**src/rtl/xbar_pkg.sv**
```systemverilog
package xbar_pkg;

    localparam int REG_W      = 32;
    localparam int BE_W       = REG_W / 8;
    localparam int MODE_W     = 3;
    localparam int MODE_LSB   = 24;
    localparam int EN_BIT     = 0;
    localparam int STICKY_BIT = 31;
    localparam int MODE_LANE  = MODE_LSB / 8;
    localparam int EN_LANE    = EN_BIT / 8;
    localparam int NUM_PORT   = 4;
    localparam int NUM_AD     = 2;
    localparam int NUM_LANE   = 2;
    localparam int NUM_CTL    = 2;

    typedef enum logic [2:0] {
        SRC_NONE = 3'd0,
        SRC_C0M  = 3'd1,
        SRC_C0S  = 3'd2,
        SRC_C1M  = 3'd3,
        SRC_C1S  = 3'd4
    } req_src_e;

    typedef enum logic [2:0] {
        RET_NONE = 3'd0,
        RET_AD0  = 3'd1,
        RET_AD1  = 3'd2,
        RET_PADM = 3'd3,
        RET_PADS = 3'd4
    } rsp_src_e;

    typedef struct packed {
        req_src_e [NUM_AD-1:0]   ad_src;
        req_src_e [NUM_LANE-1:0] pad_src;
        rsp_src_e [NUM_PORT-1:0] ret_src;
        logic     [NUM_CTL-1:0]  bridged;
    } route_plan_t;

    typedef struct packed {
        logic              sticky;
        logic [MODE_W-1:0] mode;
        logic              en;
    } ctrl_t;

    function automatic logic code_reserved(input logic [MODE_W-1:0] code);
        return code > MODE_W'(3);
    endfunction

    function automatic logic [REG_W-1:0] pack_ctrl(input ctrl_t c);
        logic [REG_W-1:0] v;
        v = '0;
        v[STICKY_BIT] = c.sticky;
        v[MODE_LSB +: MODE_W] = c.mode;
        v[EN_BIT] = c.en;
        return v;
    endfunction

endpackage

```
**src/rtl/xbar_ctrl_reg.sv**
```systemverilog
module xbar_ctrl_reg
    import xbar_pkg::*;
#(
    parameter int ADDR_W      = 8,
    parameter int CTRL_OFFSET = 'h30
) (
    input  logic                   clk,
    input  logic                   rst,
    input  logic                   wr_en,
    input  logic [ADDR_W-1:0]      addr,
    input  logic [REG_W-1:0]       wr_data,
    input  logic [BE_W-1:0]        wr_be,
    output ctrl_t                  ctrl,
    output logic [REG_W-1:0]       rd_data
);

    localparam logic [ADDR_W-1:0] OFF = ADDR_W'(CTRL_OFFSET);

    ctrl_t ctrl_q;
    logic  hit;
    logic  [MODE_W-1:0] new_code;

    assign hit      = (addr == OFF);
    assign new_code = wr_data[MODE_LSB +: MODE_W];

    always_ff @(posedge clk) begin
        if (rst) begin
            ctrl_q <= '0;
        end else if (wr_en && hit) begin
            if (wr_be[MODE_LANE]) begin
                ctrl_q.mode <= new_code;
                if (code_reserved(new_code)) begin
                    ctrl_q.sticky <= 1'b1;
                end
            end
            if (wr_be[EN_LANE]) begin
                ctrl_q.en <= wr_data[EN_BIT];
            end
        end
    end

    assign ctrl    = ctrl_q;
    assign rd_data = hit ? pack_ctrl(ctrl_q) : '0;

    // reset clears every field
    assert_reset_clear_R1: assert property (@(posedge clk)
        rst |=> (ctrl_q.mode == '0 && !ctrl_q.en && !ctrl_q.sticky));

    // code untouched when its byte lane is not enabled
    assert_mode_lane_R2: assert property (@(posedge clk) disable iff (rst)
        (wr_en && hit && !wr_be[MODE_LANE]) |=> $stable(ctrl_q.mode));

    // writes elsewhere leave the register alone
    assert_other_addr_R2: assert property (@(posedge clk) disable iff (rst)
        (wr_en && !hit) |=> $stable(ctrl_q));

    // sticky flag never clears outside reset
    assert_sticky_hold_R9: assert property (@(posedge clk) disable iff (rst)
        ctrl_q.sticky |=> ctrl_q.sticky);

endmodule

```
**src/rtl/xbar_route_decode.sv**
```systemverilog
module xbar_route_decode
    import xbar_pkg::*;
(
    input  logic [MODE_W-1:0] mode,
    input  logic              en,
    output route_plan_t       plan
);

    route_plan_t base;

    always_comb begin
        for (int k = 0; k < NUM_AD; k++)   base.ad_src[k]  = SRC_NONE;
        for (int l = 0; l < NUM_LANE; l++) base.pad_src[l] = SRC_NONE;
        for (int p = 0; p < NUM_PORT; p++) base.ret_src[p] = RET_NONE;
        base.bridged = '0;
        case (mode)
            3'd0: begin
                base.ad_src[0]  = SRC_C0M;
                base.ad_src[1]  = SRC_C1M;
                base.pad_src[1] = SRC_C0S;
                base.ret_src[0] = RET_AD0;
                base.ret_src[2] = RET_AD1;
                base.ret_src[1] = RET_PADS;
                base.bridged    = 2'b11;
            end
            3'd1: begin
                base.ad_src[0]  = SRC_C0M;
                base.ad_src[1]  = SRC_C1M;
                base.pad_src[1] = SRC_C1S;
                base.ret_src[0] = RET_AD0;
                base.ret_src[2] = RET_AD1;
                base.ret_src[3] = RET_PADS;
                base.bridged    = 2'b11;
            end
            3'd2: begin
                base.ad_src[1]  = SRC_C1M;
                base.ad_src[0]  = SRC_C1S;
                base.pad_src[0] = SRC_C0M;
                base.pad_src[1] = SRC_C0S;
                base.ret_src[2] = RET_AD1;
                base.ret_src[3] = RET_AD0;
                base.ret_src[0] = RET_PADM;
                base.ret_src[1] = RET_PADS;
                base.bridged    = 2'b10;
            end
            3'd3: begin
                base.ad_src[0]  = SRC_C0M;
                base.ad_src[1]  = SRC_C1S;
                base.pad_src[0] = SRC_C1M;
                base.pad_src[1] = SRC_C1S;
                base.ret_src[0] = RET_AD0;
                base.ret_src[3] = RET_AD1;
                base.ret_src[2] = RET_PADM;
                base.bridged    = 2'b01;
            end
            default: ;
        endcase
    end

    always_comb begin
        plan = base;
        if (!en) begin
            for (int k = 0; k < NUM_AD; k++) plan.ad_src[k] = SRC_NONE;
            for (int p = 0; p < NUM_PORT; p++) begin
                if (base.ret_src[p] == RET_AD0 || base.ret_src[p] == RET_AD1) begin
                    plan.ret_src[p] = RET_NONE;
                end
            end
            // fan-out port falls back to its pad lane
            if (mode == 3'd3) plan.ret_src[3] = RET_PADS;
            plan.bridged = '0;
        end
    end

endmodule

```
**src/rtl/xbar_route_mux.sv**
```systemverilog
module xbar_route_mux
    import xbar_pkg::*;
#(
    parameter int REQ_W = 16,
    parameter int RSP_W = 16
) (
    input  route_plan_t                       plan,
    input  logic [NUM_PORT-1:0][REQ_W-1:0]    ctl_req,
    input  logic [NUM_AD-1:0][RSP_W-1:0]      ad_rsp,
    input  logic [NUM_LANE-1:0][RSP_W-1:0]    pad_rsp,
    output logic [NUM_PORT-1:0][RSP_W-1:0]    ctl_rsp,
    output logic [NUM_AD-1:0][REQ_W-1:0]      ad_req,
    output logic [NUM_LANE-1:0][REQ_W-1:0]    pad_req
);

    function automatic logic [REQ_W-1:0] pick_req(
        input req_src_e s, input logic [NUM_PORT-1:0][REQ_W-1:0] r);
        case (s)
            SRC_C0M: return r[0];
            SRC_C0S: return r[1];
            SRC_C1M: return r[2];
            SRC_C1S: return r[3];
            default: return '0;
        endcase
    endfunction

    function automatic logic [RSP_W-1:0] pick_rsp(
        input rsp_src_e s,
        input logic [NUM_AD-1:0][RSP_W-1:0] a,
        input logic [NUM_LANE-1:0][RSP_W-1:0] d);
        case (s)
            RET_AD0:  return a[0];
            RET_AD1:  return a[1];
            RET_PADM: return d[0];
            RET_PADS: return d[1];
            default:  return '0;
        endcase
    endfunction

    for (genvar k = 0; k < NUM_AD; k++) begin : g_ad
        assign ad_req[k] = pick_req(plan.ad_src[k], ctl_req);
    end

    for (genvar l = 0; l < NUM_LANE; l++) begin : g_pad
        assign pad_req[l] = pick_req(plan.pad_src[l], ctl_req);
    end

    for (genvar p = 0; p < NUM_PORT; p++) begin : g_ret
        assign ctl_rsp[p] = pick_rsp(plan.ret_src[p], ad_rsp, pad_rsp);
    end

endmodule

```
**src/rtl/ata_sata_xbar.sv**
```systemverilog
module ata_sata_xbar
    import xbar_pkg::*;
#(
    parameter int REQ_W       = 16,
    parameter int RSP_W       = 16,
    parameter int ADDR_W      = 8,
    parameter int CTRL_OFFSET = 'h30
) (
    input  logic                                  clk,
    input  logic                                  rst,
    input  logic                                  reg_wr_en,
    input  logic [ADDR_W-1:0]                     reg_addr,
    input  logic [31:0]                           reg_wr_data,
    input  logic [3:0]                            reg_wr_be,
    output logic [31:0]                           reg_rd_data,
    input  logic [3:0][REQ_W-1:0]                 ctl_req,
    output logic [3:0][RSP_W-1:0]                 ctl_rsp,
    output logic [1:0][REQ_W-1:0]                 ad_req,
    input  logic [1:0][RSP_W-1:0]                 ad_rsp,
    output logic [1:0][REQ_W-1:0]                 pad_req,
    input  logic [1:0][RSP_W-1:0]                 pad_rsp,
    output logic [1:0]                            bridged
);

    ctrl_t       ctrl;
    route_plan_t plan;

    xbar_ctrl_reg #(
        .ADDR_W      (ADDR_W),
        .CTRL_OFFSET (CTRL_OFFSET)
    ) u_reg (
        .clk     (clk),
        .rst     (rst),
        .wr_en   (reg_wr_en),
        .addr    (reg_addr),
        .wr_data (reg_wr_data),
        .wr_be   (reg_wr_be),
        .ctrl    (ctrl),
        .rd_data (reg_rd_data)
    );

    xbar_route_decode u_dec (
        .mode (ctrl.mode),
        .en   (ctrl.en),
        .plan (plan)
    );

    xbar_route_mux #(
        .REQ_W (REQ_W),
        .RSP_W (RSP_W)
    ) u_mux (
        .plan    (plan),
        .ctl_req (ctl_req),
        .ad_rsp  (ad_rsp),
        .pad_rsp (pad_rsp),
        .ctl_rsp (ctl_rsp),
        .ad_req  (ad_req),
        .pad_req (pad_req)
    );

    assign bridged = plan.bridged;

    // controller 0 never bridged under code 2, controller 1 never under code 3
    assert_unbridged_R7: assert property (@(posedge clk) disable iff (rst)
        ((ctrl.mode == 3'd2) |-> !bridged[0]) and ((ctrl.mode == 3'd3) |-> !bridged[1]));

    // adapters see no traffic while the bridge is off
    assert_bridge_off_R8: assert property (@(posedge clk) disable iff (rst)
        !ctrl.en |-> (ad_req == '0 && bridged == 2'b00));

    // reserved code idles every output
    assert_reserved_idle_R9: assert property (@(posedge clk) disable iff (rst)
        code_reserved(ctrl.mode) |->
            (ad_req == '0 && pad_req == '0 && ctl_rsp == '0 && bridged == 2'b00 && ctrl.sticky));

    // fan-out port reaches adapter 1 and pad lane 1 together
    assert_fanout_R6: assert property (@(posedge clk) disable iff (rst)
        (ctrl.mode == 3'd3 && ctrl.en) |-> (ad_req[1] == ctl_req[3] && pad_req[1] == ctl_req[3]));

endmodule

```
**config.mk**
```make
export PLATFORM = sky130hd
export DESIGN_NAME = ata_sata_xbar
export DESIGN_NICKNAME = d
export VERILOG_FILES = /design/src/rtl/xbar_pkg.sv /design/src/rtl/xbar_ctrl_reg.sv /design/src/rtl/xbar_route_decode.sv /design/src/rtl/xbar_route_mux.sv /design/src/rtl/ata_sata_xbar.sv
export SDC_FILE = /design/constraint.sdc
export NUM_CORES = 1
export LEC_CHECK = 0
export ABC_CLOCK_PERIOD_IN_PS = 3450
export BUFFER_PORTS_ARGS = -buffer_cell sky130_fd_sc_hd__buf_4
export CORE_AREA = 8 8 126 128
export DETAILED_ROUTE_END_ITERATION = 10
export DIE_AREA = 0 0 134 136
export PLACE_DENSITY = 0.6
export SYNTH_ARGS = -nofsm -noshare
export SYNTH_HDL_FRONTEND = slang
export SYNTH_SLANG_ARGS = --single-unit
export TNS_END_PERCENT = 5
```
**constraint.sdc**
```tcl
create_clock -name clk -period 3.45 [get_ports clk]
set_clock_uncertainty 0.15 [all_clocks]
set_input_delay 0.69 -clock clk [delete_from_list [all_inputs] [get_ports clk]]
set_output_delay 0.69 -clock clk [all_outputs]
set_load 0.01 [all_outputs]
```
==> metrics.csv <==
stage;metric;value;unit
worst_setup_path;CP endpoint kind;output pin;
power_and_ir_drop;static leakage;0.00242;uW
sta;Fin Setup TNS;0;ns
synth;Seq/Total Area, Yosys;4.27;%
power_and_ir_drop;sequential share of power;11.6;%
worst_setup_path;Worst Path Max Fanout;16;
drt;DRT Wirelength;15.1;mm
synth;mux share of post-synthesis cell area;8.12;%
cts;Post-CTS Setup Bufs;0;
worst_setup_path;Buf/Inv on CP;2;
synth;post-synth cell types;29;
placed_design;input/output buffers;279;
final_layout;Largest register FFs;5;
floorplanning;die extent in x;134;um
grt;GR Overflow Total;0;
sta;Least-Margin Pin Slew;0.799;ns
hold_path;Worst Min Path Start;u_reg.ctrl[4];
worst_setup_path;CP max-delay cell;ha_1;
placed_design;placed cells;780;
synth;Post-Synth Adder-Cell Area;3.21;%
power_and_ir_drop;Comb power frac;50.5;%
floorplanning;Placeable Area;14000;um^2
sta;headroom to the max-slew limit;46.7;%
cts;cts hold-fix bufs;0;
synth;Compound-Gate Fraction of Synth Area;39.0;%
drt;initial DRC count;133;
synth;post-synthesis cell count;345;
worst_setup_path;register-to-register setup slack;2.36;ns
drt;vias per cell;4.59;
sta;Setup-failing EPs final;0;
grt;initial antenna violation count;1;
floorplanning;Initial Util;16.7;%
drt;Vias;3598;
worst_setup_path;crit path kind;flip-flop to output pin;
sta;Final Hold Vio Count;0;
synth;synthesized-area fraction occupied by xor and xnor cells;0;%
worst_setup_path;CP startpoint kind;flip-flop;
worst_setup_path;max incr delay on CP;0.63;ns
power_and_ir_drop;PwrDens;110;nW/um^2
final_layout;final net count;782;
drt;number of remaining DRC errors;0;
drt;first-pass iteration count of the detailed router;4;
sta;RSZ-0062 raised after global routing;no;
sta;setup slack after layout;0.342;ns
cts;root buf cell;clkbuf_16;
grt;vias in the first global route;3714;
worst_setup_path;worst flop-to-flop path startpoint;u_reg.ctrl[3];
final_layout;Finished Layout Cells;784;
placed_design;GPL Wtd Cong;0.786;
grt;Tot GR Track Use;14.9;%
sta;Slew Viols, Final;0;
power_and_ir_drop;Design Power;503;uW
floorplanning;Die H;136;um
worst_setup_path;worst-path cell chain;and3b_1 > nand2_1 > inv_1 > ha_1 > a22oi_1 > nor2_1 > buf_4;
cts;CTS buffer count;3;
power_and_ir_drop;Internal Power;363;uW
synth;synth warn;0;
final_layout;ant diodes;0;
cts;Post-CTS Resized;0;
grt;first-pass GRT wire length;21.5;mm
sta;final worst path period need;3.11;ns
synth;largest family of logic cells by synthesized area;compound AO/OA/AOI/OAI gates;
hold_path;Hold Path Class;flip-flop to flip-flop;
floorplanning;I/O pins;337;
final_layout;most frequent cells in the layout;289 x buf_4, 51 x nor2_1, 48 x a22o_1, 48 x a22oi_1, 27 x conb_1;
cts;CTS tree;done;
worst_setup_path;CP delay by family, top;adder cells;
floorplanning;die area;18200;um^2
sta;fmax;322;MHz
sta;Final Cycle Share;90.1;%
synth;Mapped Area;2340;um^2
final_layout;Synth-to-Final Area Change;95.0;%
cts;CTS max path bufs;2;
cts;H-tree depth;1;
power_and_ir_drop;Switching Share;27.8;%
synth;post-synthesis simple-gate area fraction;28.4;%
drt;Final ANT Viol Nets;0;
power_and_ir_drop;Max rail drop VDD;0.0930;mV
placed_design;post-DP HPWL;12.3;mm
final_layout;final core occ;32.5;%
synth;Post-Synthesis Mean Instance Area;6.79;um^2
grt;largest net degree at the start of global routing;35;
worst_setup_path;Arrival @ worst endpoint;2.27;ns
synth;synthesized flop and latch total;5;
final_layout;most common cell after layout, fill and taps aside;buf_4;
drt;WL/cell;19.2;um
cts;worst skew pair latency;0.23;ns
power_and_ir_drop;clock network fraction of design power;37.9;%
status;outcome;finished, final reports clean;
floorplanning;FP Rows;44;
cts;CTS clk-pin slew, worst paths;0.03;ns
job;Max-Cap Viols;0;
worst_setup_path;Worst setup startpoint;u_reg.ctrl[2];
final_layout;Filler cells;1582;
final_layout;share of layout cells above drive strength 1;50.5;%
worst_setup_path;worst path required time;2.61;ns
power_and_ir_drop;Psw;140;uW
placed_design;Post-Place Worst Slack;0.515;ns
cts;# clock sinks;5;
==> area by class of cell <==
cell class | instances | area (um^2) | share of cell area, %
Clock buffer | 4 | 78.8 | 1.73
Tap cell | 184 | 230 | 5.04
Multi-Input combinational cell | 294 | 1960 | 42.9
Timing Repair Buffer | 289 | 2170 | 47.5
Sequential cell | 5 | 100 | 2.19
Inverter | 8 | 30.0 | 0.658
==> synthesized netlist by cell type <==
library cell	instances	area, um^2
nand2_1	26	97.6
conb_1	1	3.75
nor3_1	2	10.0
inv_2	1	3.75
nand4bb_4	1	27.5
inv_1	7	26.3
nor3_4	1	16.3
a21oi_2	2	17.5
and3b_1	1	8.76
nand2b_1	3	18.8
a21o_2	1	8.76
clkbuf_1	22	82.6
nor2b_1	16	100
o21bai_1	1	7.51
ha_1	6	75.1
buf_4	30	225
nand3b_2	1	11.3
a22oi_1	48	360
nor4_4	1	21.3
a22o_1	48	420
o22ai_1	16	100
dfxtp_1	5	100
buf_2	9	45.0
buf_1	3	11.3
nor2_1	51	191
mux2i_1	19	190
and2_1	20	125
or4_4	1	11.3
nor3b_2	2	25.0
==> worst reg2reg max path: stages (launching register included) <==
cell and delay (ns):
dfxtp_1 0.35, buf_4 0.31, nand2_1 0.09, o21bai_1 0.12
==> cell families (layout without fill, tap and decap cells) <==
kind of cell	count (synthesis)	count (layout)
compound gates	116	116
simple gates	126	126
fa+ha+maj	6	6
buf+inv	72	301
mux	19	19
flops	5	5
other cells	1	27
==> power by group through the flow <==
| stage | Clock [uW] | Combinational [uW] | Sequential (uW) |
|---|---|---|---|
| after floorplan | 0 | 89.1 | 59.1 |
| after global placement | 0 | 251 | 59.1 |
| after detailed placement | 0 | 253 | 59.1 |
| after CTS | 193 | 253 | 58.3 |
| after global routing | 198 | 275 | 58.3 |
| final | 191 | 254 | 58.3 |
==> metrics by stage <==
step	cell area [um^2]	hold WS (ns)
detailed placement	4490	0.294
global placement	4490	0.282
floorplan	2440	0.276
global route	4570	0.313
CTS	4570	0.302
finish	4570	0.298
==> per-layer routing <==
layer	vias up	wire, um	part of all wire, %	global-route usage (%)
met5	-	11	0.073	0
met2	213	7410	49	27.3
met3	8	1520	10	5.14
met1	1660	6040	40	16.8
li1	1715	-	-	-
met4	2	85	0.56	1.87
==> worst paths after layout <==
path	end	cells past startpoint
setup reg to reg	u_reg.ctrl[3]	3
hold / removal	u_reg.ctrl[4]	1
hold reg to reg	u_reg.ctrl[4]	1
setup / recovery	ad_req[24]	7
(Power assumes the default switching activity.)
